$ cat src/rtl/gpio_bank_pkg.sv
package gpio_bank_pkg;
  localparam int unsigned LINES_PER_BANK = 8;
  localparam int unsigned BUS_W          = 32;
  // reserved interrupt window, in 8-byte slots: 0x90 >> 3 and two slots wide
  localparam int unsigned WIN_SLOT_LO    = 'h12;
  localparam int unsigned WIN_SLOTS      = 2;

  typedef struct packed {
    logic       bank_hit;
    logic       is_dir;
    logic       win_hit;
    logic [1:0] win_sel;
  } gpio_dec_t;
endpackage

$ cat src/rtl/gpio_sync2.sv
module gpio_sync2 #(
  parameter int unsigned W = 8
) (
  input  logic         clk,
  input  logic         rst,
  input  logic [W-1:0] d,
  output logic [W-1:0] q
);
  logic [W-1:0] meta_q;
  logic [W-1:0] sync_q;

  always_ff @(posedge clk) begin
    if (rst) begin
      meta_q <= '0;
      sync_q <= '0;
    end else begin
      meta_q <= d;
      sync_q <= meta_q;
    end
  end

  assign q = sync_q;
endmodule

$ cat src/rtl/gpio_addr_decode.sv
module gpio_addr_decode
  import gpio_bank_pkg::*;
#(
  parameter int unsigned NUM_BANKS = 18,
  parameter int unsigned ADDR_W    = 12,
  parameter int unsigned IDX_W     = 5
) (
  input  logic [ADDR_W-1:0] addr,
  output gpio_dec_t         dec,
  output logic [IDX_W-1:0]  idx
);
  localparam int unsigned SLOT_W = ADDR_W - 3;

  logic [SLOT_W-1:0] slot;
  logic [SLOT_W-1:0] raw;
  logic              raw_ok;
  logic              unused_lsb;

  assign slot       = addr[ADDR_W-1:3];
  assign unused_lsb = ^addr[1:0];

  always_comb begin
    dec    = '0;
    raw    = '0;
    raw_ok = 1'b0;
    if (slot >= SLOT_W'(WIN_SLOT_LO) && slot < SLOT_W'(WIN_SLOT_LO + WIN_SLOTS)) begin
      dec.win_hit = 1'b1;
      dec.win_sel = addr[3:2];
    end else if (slot >= SLOT_W'(WIN_SLOT_LO + WIN_SLOTS)) begin
      raw    = slot - SLOT_W'(WIN_SLOTS + 1);
      raw_ok = 1'b1;
    end else if (slot != '0) begin
      raw    = slot - SLOT_W'(1);
      raw_ok = 1'b1;
    end
    dec.bank_hit = raw_ok && (raw < SLOT_W'(NUM_BANKS));
    dec.is_dir   = addr[2];
    idx          = raw[IDX_W-1:0];
  end
endmodule

$ cat src/rtl/gpio_bank.sv
module gpio_bank #(
  parameter int unsigned W = 8
) (
  input  logic         clk,
  input  logic         rst,
  input  logic         wr_data,
  input  logic         wr_dir,
  input  logic [W-1:0] wdata,
  input  logic [W-1:0] pin_sync,
  output logic [W-1:0] data_q,
  output logic [W-1:0] dir_q,
  output logic [W-1:0] rd_mix
);
  always_ff @(posedge clk) begin
    if (rst) begin
      data_q <= '0;
      dir_q  <= '1;
    end else begin
      if (wr_data) data_q <= wdata;
      if (wr_dir)  dir_q  <= wdata;
    end
  end

  // input lines read the pin, output lines read the latch
  assign rd_mix = (dir_q & pin_sync) | (~dir_q & data_q);


  data_hold_chk: assert property (@(posedge clk) disable iff (rst)
    !wr_data |=> $stable(data_q));


  input_latch_chk: assert property (@(posedge clk) disable iff (rst)
    (wr_data && (dir_q == '1)) |=> (data_q == $past(wdata)));
endmodule

$ cat src/rtl/gpio_bank_regs.sv
module gpio_bank_regs
  import gpio_bank_pkg::*;
#(
  parameter int unsigned NUM_BANKS = 18,
  parameter int unsigned ADDR_W    = 12,
  localparam int unsigned NUM_LINES = NUM_BANKS * LINES_PER_BANK
) (
  input  logic                 clk,
  input  logic                 rst,
  input  logic                 bus_wr,
  input  logic                 bus_rd,
  input  logic [ADDR_W-1:0]    bus_addr,
  input  logic [BUS_W-1:0]     bus_wdata,
  output logic [BUS_W-1:0]     bus_rdata,
  output logic                 irq_wr,
  output logic                 irq_rd,
  output logic [1:0]           irq_sel,
  output logic [BUS_W-1:0]     irq_wdata,
  input  logic [BUS_W-1:0]     irq_rdata,
  input  logic [NUM_LINES-1:0] pin_in,
  output logic [NUM_LINES-1:0] pin_out,
  output logic [NUM_LINES-1:0] pin_oe
);
  localparam int unsigned LPB   = LINES_PER_BANK;
  localparam int unsigned IDX_W = (NUM_BANKS > 1) ? $clog2(NUM_BANKS) : 1;

  gpio_dec_t              dec;
  logic [IDX_W-1:0]       idx;
  logic [NUM_LINES-1:0]   pin_sync;
  logic [LPB-1:0]         data_arr [NUM_BANKS];
  logic [LPB-1:0]         dir_arr  [NUM_BANKS];
  logic [LPB-1:0]         mix_arr  [NUM_BANKS];
  logic [BUS_W-1:0]       rd_next;

  gpio_sync2 #(.W(NUM_LINES)) u_sync (
    .clk (clk),
    .rst (rst),
    .d   (pin_in),
    .q   (pin_sync)
  );

  gpio_addr_decode #(
    .NUM_BANKS (NUM_BANKS),
    .ADDR_W    (ADDR_W),
    .IDX_W     (IDX_W)
  ) u_dec (
    .addr (bus_addr),
    .dec  (dec),
    .idx  (idx)
  );

  for (genvar b = 0; b < NUM_BANKS; b++) begin : g_bank
    logic sel;
    assign sel = bus_wr && dec.bank_hit && (idx == IDX_W'(b));

    gpio_bank #(.W(LPB)) u_bank (
      .clk      (clk),
      .rst      (rst),
      .wr_data  (sel && !dec.is_dir),
      .wr_dir   (sel && dec.is_dir),
      .wdata    (bus_wdata[LPB-1:0]),
      .pin_sync (pin_sync[b*LPB +: LPB]),
      .data_q   (data_arr[b]),
      .dir_q    (dir_arr[b]),
      .rd_mix   (mix_arr[b])
    );

    assign pin_out[b*LPB +: LPB] = data_arr[b];
    assign pin_oe[b*LPB +: LPB]  = ~dir_arr[b];
  end

  assign irq_wr    = bus_wr && dec.win_hit;
  assign irq_rd    = bus_rd && dec.win_hit;
  assign irq_sel   = dec.win_sel;
  assign irq_wdata = bus_wdata;

  always_comb begin
    rd_next = '0;
    if (dec.win_hit) begin
      rd_next = irq_rdata;
    end else if (dec.bank_hit) begin
      rd_next[LPB-1:0] = dec.is_dir ? dir_arr[idx] : mix_arr[idx];
    end
  end

  always_ff @(posedge clk) begin
    if (rst)         bus_rdata <= '0;
    else if (bus_rd) bus_rdata <= rd_next;
  end


  unmapped_rd_zero_chk: assert property (@(posedge clk) disable iff (rst)
    (bus_rd && !dec.bank_hit && !dec.win_hit) |=> (bus_rdata == '0));


  irq_wr_addr_chk: assert property (@(posedge clk) disable iff (rst)
    irq_wr |-> (bus_wr && (bus_addr[ADDR_W-1:4] == (ADDR_W-4)'('h9))));


  win_no_bank_chk: assert property (@(posedge clk) disable iff (rst)
    (bus_wr && dec.win_hit) |=> ($stable(pin_out) && $stable(pin_oe)));


  rdata_hold_chk: assert property (@(posedge clk) disable iff (rst)
    !bus_rd |=> $stable(bus_rdata));


  upper_zero_chk: assert property (@(posedge clk) disable iff (rst)
    (bus_rd && dec.bank_hit) |=> (bus_rdata[BUS_W-1:LPB] == '0));
endmodule

$ cat config.mk
export PLATFORM = sky130hd
export DESIGN_NAME = gpio_bank_regs
export DESIGN_NICKNAME = d
export VERILOG_FILES = /design/src/rtl/gpio_bank_pkg.sv /design/src/rtl/gpio_sync2.sv /design/src/rtl/gpio_addr_decode.sv /design/src/rtl/gpio_bank.sv /design/src/rtl/gpio_bank_regs.sv
export SDC_FILE = /design/constraint.sdc
export NUM_CORES = 1
export LEC_CHECK = 0
export BUFFER_PORTS_ARGS = -buffer_cell sky130_fd_sc_hd__buf_4
export CORE_AREA = 3 3 224 226
export DETAILED_ROUTE_END_ITERATION = 6
export DIE_AREA = 0 0 227 229
export GPL_ROUTABILITY_DRIVEN = 1
export GPL_TIMING_DRIVEN = 1
export MAX_ROUTING_LAYER = met4
export PLACE_DENSITY = 0.73
export SKIP_LAST_GASP = 1
export SYNTH_ARGS = -nofsm -noshare
export SYNTH_HDL_FRONTEND = slang
export SYNTH_SLANG_ARGS = --single-unit
$ cat constraint.sdc
create_clock -name clk -period 5.3 [get_ports clk]
set_clock_uncertainty 0.15 [all_clocks]
set_input_delay 1.06 -clock clk [delete_from_list [all_inputs] [get_ports clk]]
set_output_delay 1.06 -clock clk [all_outputs]
set_load 0.005 [all_outputs]
**After elaboration in Yosys (flattened, before gate mapping)**

Index checks and enable logic that the tools add are counted.
Widths: inputs -> output; s select.

- Register bits after elaboration: 608
- Output and inout bits: 356

- Equality and inequality tests: 17
- $lt $le $gt $ge: 5
- Add/sub/neg operators: 2
- Muxes and demuxes: 17
- Reductions and logical operators: 62
- Bitwise gates (word level): 73

Operator list:

| kind | number |
|---|---|
| $and 8x8->8 | 36 |
| $not 8->8 | 18 |
| $or 8x8->8 | 18 |
| $bmux 8 s5 | 2 |
| $logic_and 1x1->1 | 59 |
| $mux 8 | 7 |
| $eq 5x4->1 const B | 8 |
| $mux 9 | 3 |
| $mux 24 | 1 |
| $eq 5x3->1 const B | 4 |
| $ge 9x5->1 const B | 2 |
| $lt 9x5->1 const B | 2 |
| $eq 5x2->1 const B | 2 |
| $eq 5x5->1 const B | 2 |
| $reduce_bool 9->1 | 1 |
| $sub 9x1->9 const B | 1 |
| $sub 9x2->9 const B | 1 |
| $ge 6x6->1 const B | 1 |
| $not 5->6 | 1 |
| $eq 5x1->1 const B | 1 |
| $logic_not 5->1 | 1 |
| $mux 1 | 3 |
| $mux 3 | 1 |
| $logic_not 1->1 | 1 |

**Depth between registers and ports, before layout**

- Depth in word-level cells: 11
- Gate-level depth with buffers: 14

**By module**

Synthesis repeated with hierarchy kept, for this count alone.

- Cells, all modules: 2,376
- Area total of the unflattened synthesis: 25,424.4 um^2

Modules (own cells, without submodules):

| module | seq. area each (um^2) | instances | cells each | area each (um^2) |
|---|---|---|---|---|
| gpio_bank | 320.3 | 18 | 60 | 679.4 |
| gpio_sync2 | 5,765.5 | 1 | 608 | 7,886.3 |
| gpio_bank_regs | 640.6 | 1 | 616 | 4,808.4 |
| gpio_addr_decode | 0.0 | 1 | 72 | 500.5 |

**Worst setup path before layout**

OpenSTA, ideal clock, no wires.

- Kind: input-to-reg
- Start: input bus_addr[4]
- End: register g_bank[10].u_bank.data_q[7]
- Slack: 0.951 ns
- Arrival: 4.071 ns
- Cell stages on the path: 13
- Data required time: 5.022 ns
- Path buffers: 4
- Cell sequence: clkbuf_1 > inv_1 > ha_1 > clkbuf_1 > or3_1 > clkbuf_1 > nand2_1 > o31ai_4 > nand4_4 > buf_6 > nor4_4 > mux2i_1 > nor2_1

- Cells in the longest elaborated chain, start to end: 9
- Elaborated cells on any way between the ends: 19
- Those cells by class: add/sub (2); order compare (4); eq/ne (1); mux (6); reduce/logical (6)

Ends and longest elaborated chain:

| item | RTL line | source |
|---|---|---|
| start: declaration | gpio_bank_regs.sv:12 | `input logic [ADDR_W-1:0] bus_addr,` |
| $sub 9x1->9 or $reduce_bool 9->1 (tied branches) | gpio_addr_decode.sv:33, gpio_addr_decode.sv:32 |  |
| $mux 9 | gpio_addr_decode.sv:32 | `end else if (slot != '0) begin` |
| $mux 9 | gpio_addr_decode.sv:29 | `end else if (slot >= SLOT_W'(WIN_SLOT_LO + WIN_SLOTS)) begin` |
| $mux 9 | gpio_addr_decode.sv:26 | `if (slot >= SLOT_W'(WIN_SLOT_LO) && slot < SLOT_W'(WIN_SLOT_LO + WIN_SLOTS)) begin` |
| $lt 9x5->1 | gpio_addr_decode.sv:36 | `dec.bank_hit = raw_ok && (raw < SLOT_W'(NUM_BANKS));` |
| $logic_and 1x1->1 | gpio_addr_decode.sv:36 |  |
| $logic_and 1x1->1 | gpio_bank_regs.sv:54 | `assign sel = bus_wr && dec.bank_hit && (idx == IDX_W'(b));` |
| $logic_and 1x1->1 (*) | gpio_bank_regs.sv:54 |  |
| $logic_and 1x1->1 (*) | gpio_bank_regs.sv:59 | `.wr_data (sel && !dec.is_dir),` |
| end signal: assignment | gpio_bank.sv:19 | `if (wr_data) data_q <= wdata;` |
| end: declaration | gpio_bank.sv:10 | `output logic [W-1:0] data_q,` |

Every way passes the cells marked *; elsewhere a longest branch is shown, timed or not.
A chain may end at the register's enable or synchronous reset.

**Worst setup path after layout**

- Start: input bus_addr[3]
- End: register bus_rdata[0]

- Cells in the longest elaborated chain, start to end: 11
- Elaborated cells on any way between the ends: 26
- Those cells by class: add/sub (2); order compare (4); mux (16); bitwise (1); reduce/logical (3)

Ends and longest elaborated chain:

| item | RTL line | source |
|---|---|---|
| $sub 9x1->9 or $reduce_bool 9->1 (tied branches) | gpio_addr_decode.sv:33, gpio_addr_decode.sv:32 |  |
| $mux 9 | gpio_addr_decode.sv:32 |  |
| $mux 9 | gpio_addr_decode.sv:29 |  |
| $mux 9 | gpio_addr_decode.sv:26 |  |
| $not 5->6 (implied by the code) | gpio_bank_regs.sv:82 | `rd_next[LPB-1:0] = dec.is_dir ? dir_arr[idx] : mix_arr[idx];` |
| $bmux 8 s5 | gpio_bank_regs.sv:82 |  |
| $mux 8 (implied by the code) (2 in series) | gpio_bank_regs.sv:82 |  |
| $mux 8 | gpio_bank_regs.sv:82 |  |
| $mux 8 | gpio_bank_regs.sv:81 | `end else if (dec.bank_hit) begin` |
| $mux 8 (*) | gpio_bank_regs.sv:79 | `if (dec.win_hit) begin` |
| end signal: assignment | gpio_bank_regs.sv:88 | `else if (bus_rd) bus_rdata <= rd_next;` |
| end: declaration | gpio_bank_regs.sv:14 | `output logic [BUS_W-1:0] bus_rdata,` |

Every way passes the cells marked *; elsewhere a longest branch is shown, timed or not. The select of a mux whose other input is x is not followed.

==> out/metrics.cfg <==
[run_status]
outcome = finished clean

[synthesis]
yosysUniqueCellTypes = 68
synth_compound_area_share_pct = 12.86
yosysWarnings = 0
synthCells = 2636
synth_xor_area_share_pct = 0.1423
synth-async-reset-ratio_pct = 0
ys_ff_latch = 608
synth-edff-count = 0
synthSimpleGateAreaFrac_pct = 20.17
synth_nets = 2863
ys.flop_type = dfxtp_1
synth_mux_area_share_pct = 10.59
syn-cell-area_mm2 = 0.02461
ys_seq_area_share_pct = 49.45
post_synth.cell_area_avg_um2 = 9.337
synthAdderAreaFrac_pct = 0.1983
synth_top_family_by_area = simple AND/OR/NAND/NOR gates

[timing]
rsz0062_at_grt = false
fin_crit_sh_pct = 80.94
fin_ws_ps = 1010
fmaxAchievable_mhz = 233.1
tns_ps = 0
tightest_slew_ps = 1061
max-slew-margin-rel_pct = 29.30
hold_violations = 0
maxSlewViolCount = 0
setup_viol = 0
period_needed_ps = 4290

[setup_path]
cp.arrival_ps = 4610
required_ps = 5620
critPathTopFamily = compound AO/OA/AOI/OAI gates
cp-end-kind = flip-flop
crit_slowest_cell = a221oi_1
cp-start-kind = input pin
worstPathMaxFanout = 22
slowest_delay_ps = 770
crit_chain = buf_4 > inv_1 > ha_1 > a21boi_2 > nor2_2 > buf_12 > mux2i_1 > o211ai_1 > a221oi_1 > a31oi_1 > o31ai_1
critPathBufInv = 3
path_class = in -> reg

[job]
drv_cap = 0

[floorplanning]
die_h_um = 229
start_util_pct = 50.70
ios = 580
fp-row-count = 81
die-area_mm2 = 0.05198
core_mm2 = 0.04855
die_w_um = 227

[placement]
dp_slack_ps = 589.0
port_buffers = 529
place_congestion = 0.9596
hpwl_mm = 68.87
dpl_cell_area_mm2 = 0.02916

[grt]
grt_max_degree = 184
track_usage_pct = 36.57
grt_pass1_wl_mm = 137.9
antenna_found_initial = 1
first_global_vias = 21340
globalRoute.totalOverflow = 0

[layout]
final_area_mm2 = 0.03137
final_cell_mix = 619 x buf_4, 608 x dfxtp_1, 310 x nor2b_1, 247 x mux2i_1, 214 x nand2_1
fin_nets = 3321
fill_cells = 4014
final-seq-area_mm2 = 0.01217
drive_above_1_share_pct = 25.10
final_common_cell = buf_4
area_delta_synth_final_pct = 27.45
multi_input_area_mm2 = 0.01086

[power]
clkPwrFrac_pct = 45.3
finalPower_mw = 10.33
intPower_mw = 7.791
p_per_area_mw_per_mm2 = 329.4
power_frac_comb_pct = 9.1
power.leakage_nw = 14.50
seq_power_share_pct = 45.6
p_sw_share_pct = 24.59
switchingPower_mw = 2.541
peakVddDrop_mv = 0.2194

[routing]
first_pass_iters = 6
wl_per_cell_um = 25.54
ant_nets = 0
drc = 0
first_iter_violations = 2583
via_per_inst = 5.901
num_vias = 22230
wl_mm = 96.17

[clock_network]
clock-sinks = 608
cts_resized = 0
cts.path.max_buffers = 3
cts_tree = built
hold_buffers = 0
insertion_delay_ps = 610
cts_root_buf = clkbuf_16
numCtsBuffers = 66
h-tree-depth = 3
cts.clk_slew.worst_paths_ps = 60
cts_setup_buffers = 0

[hold_path]
hold_path_class = reg -> reg

worst register-to-register path, cell delays in order (launching register included):
cell and delay [ps]:
dfxtp_1 480, mux2i_1 160, mux2i_1 200, o211ai_1 200, a221oi_1 770, a31oi_1 230
o31ai_1 310
worst paths after layout:
check                                                       startpoint                        end  cells past startpoint  slack (ps)
worst min register to register            u_sync.meta_q[96]$_SDFF_PP0_    u_sync.q[96]$_SDFF_PP0_                      1         280
worst min-delay path                      u_sync.meta_q[96]$_SDFF_PP0_    u_sync.q[96]$_SDFF_PP0_                      1         280
worst max register to register  g_bank[9].u_bank.dir_q[0]$_SDFFE_PP1P_  bus_rdata[0]$_SDFFE_PP0P_                      6        2670
worst max-delay path                                       bus_addr[3]  bus_rdata[0]$_SDFFE_PP0P_                     11        1010
final cells by class:
type,instances,share of cell area [%]
Clock inverter,26,1.069
Sequential cell,608,38.80
Inverter,156,1.871
Antenna cell,1,0.007977
Multi-Input combinational cell,1637,34.61
Clock buffer,91,5.979
Timing Repair Buffer,625,15.18
Tap cell,622,2.481
synth_stat cells, drive strengths merged (6+ instances only):
cell type  count  area share, %
nand3        107            2.2
a21oi        116            2.4
a22oi         20           0.61
nor2         127            1.9
a211oi        19           0.58
nand2        216            3.3
nor3          48            1.1
nand2b        26           0.66
and3          13           0.33
nand4          7           0.24
a22o           6           0.21
o22ai         14           0.36
inv          156            2.4
nor2b        310            7.9
a221oi        11           0.39
o211ai        93            2.8
dfxtp        608             49
o221ai        23           0.82
mux2i        247             10
a2111oi        7           0.25
clkbuf       166            2.5
a221o         16           0.65
buf           69            1.7
mux2          12           0.55
o21ai         68            1.4
nor4          33            2.1
o31ai         16           0.54
a31oi         23           0.58
per-layer routing:
| layer | vias to the layer above | track usage, % | part of all wire [%] |
|---|---|---|---|
| met4 | 0 | 15.96 | 5.1 |
| met5 | - | - | 0 |
| li1 | 9923 | - | - |
| met2 | 1429 | 56.45 | 46 |
| met3 | 282 | 10.13 | 11 |
| met1 | 10590 | 44.85 | 38 |
kinds of logic (layout without fill, tap and decap cells):
kind of cell	count (synthesis)	count (layout)
other	0	1
buffers and inverters	391	898
and+or+nand+nor	903	903
xor gates and xnor gates	4	4
adders and majority gates	4	4
DFF	608	608
muxes	259	259
AOI/OAI and AO/OA	467	467
state kept, by name (all words and copies together) (netlist names):
register / flops
g_bank.u_bank.data_q: 144
g_bank.u_bank.dir_q: 144
bus_rdata: 32
u_sync.q: 144
u_sync.meta_q: 144
per-stage QoR:
stage / hold slack, ps / utilization (%) / std cells
finish: 284.8 / 64.62 / 3766
floorplan: 263.8 / - / 2636
detailed placement: 270.4 / 60.06 / 3648
global placement: 268.7 / 60.06 / 3648
CTS: 281.7 / 64.61 / 3765
global route: 295.3 / 64.62 / 3766
power by group through the flow:
stage	clock [mW]	combinational, mW	sequential, mW
after global routing	4.92	0.970	4.71
after global placement	0	0.894	4.81
after detailed placement	0	0.900	4.81
after floorplan	0	0.501	4.79
final	4.69	0.939	4.71
after CTS	4.73	0.904	4.71
No activity file was read; power rests on OpenSTA's default activity.
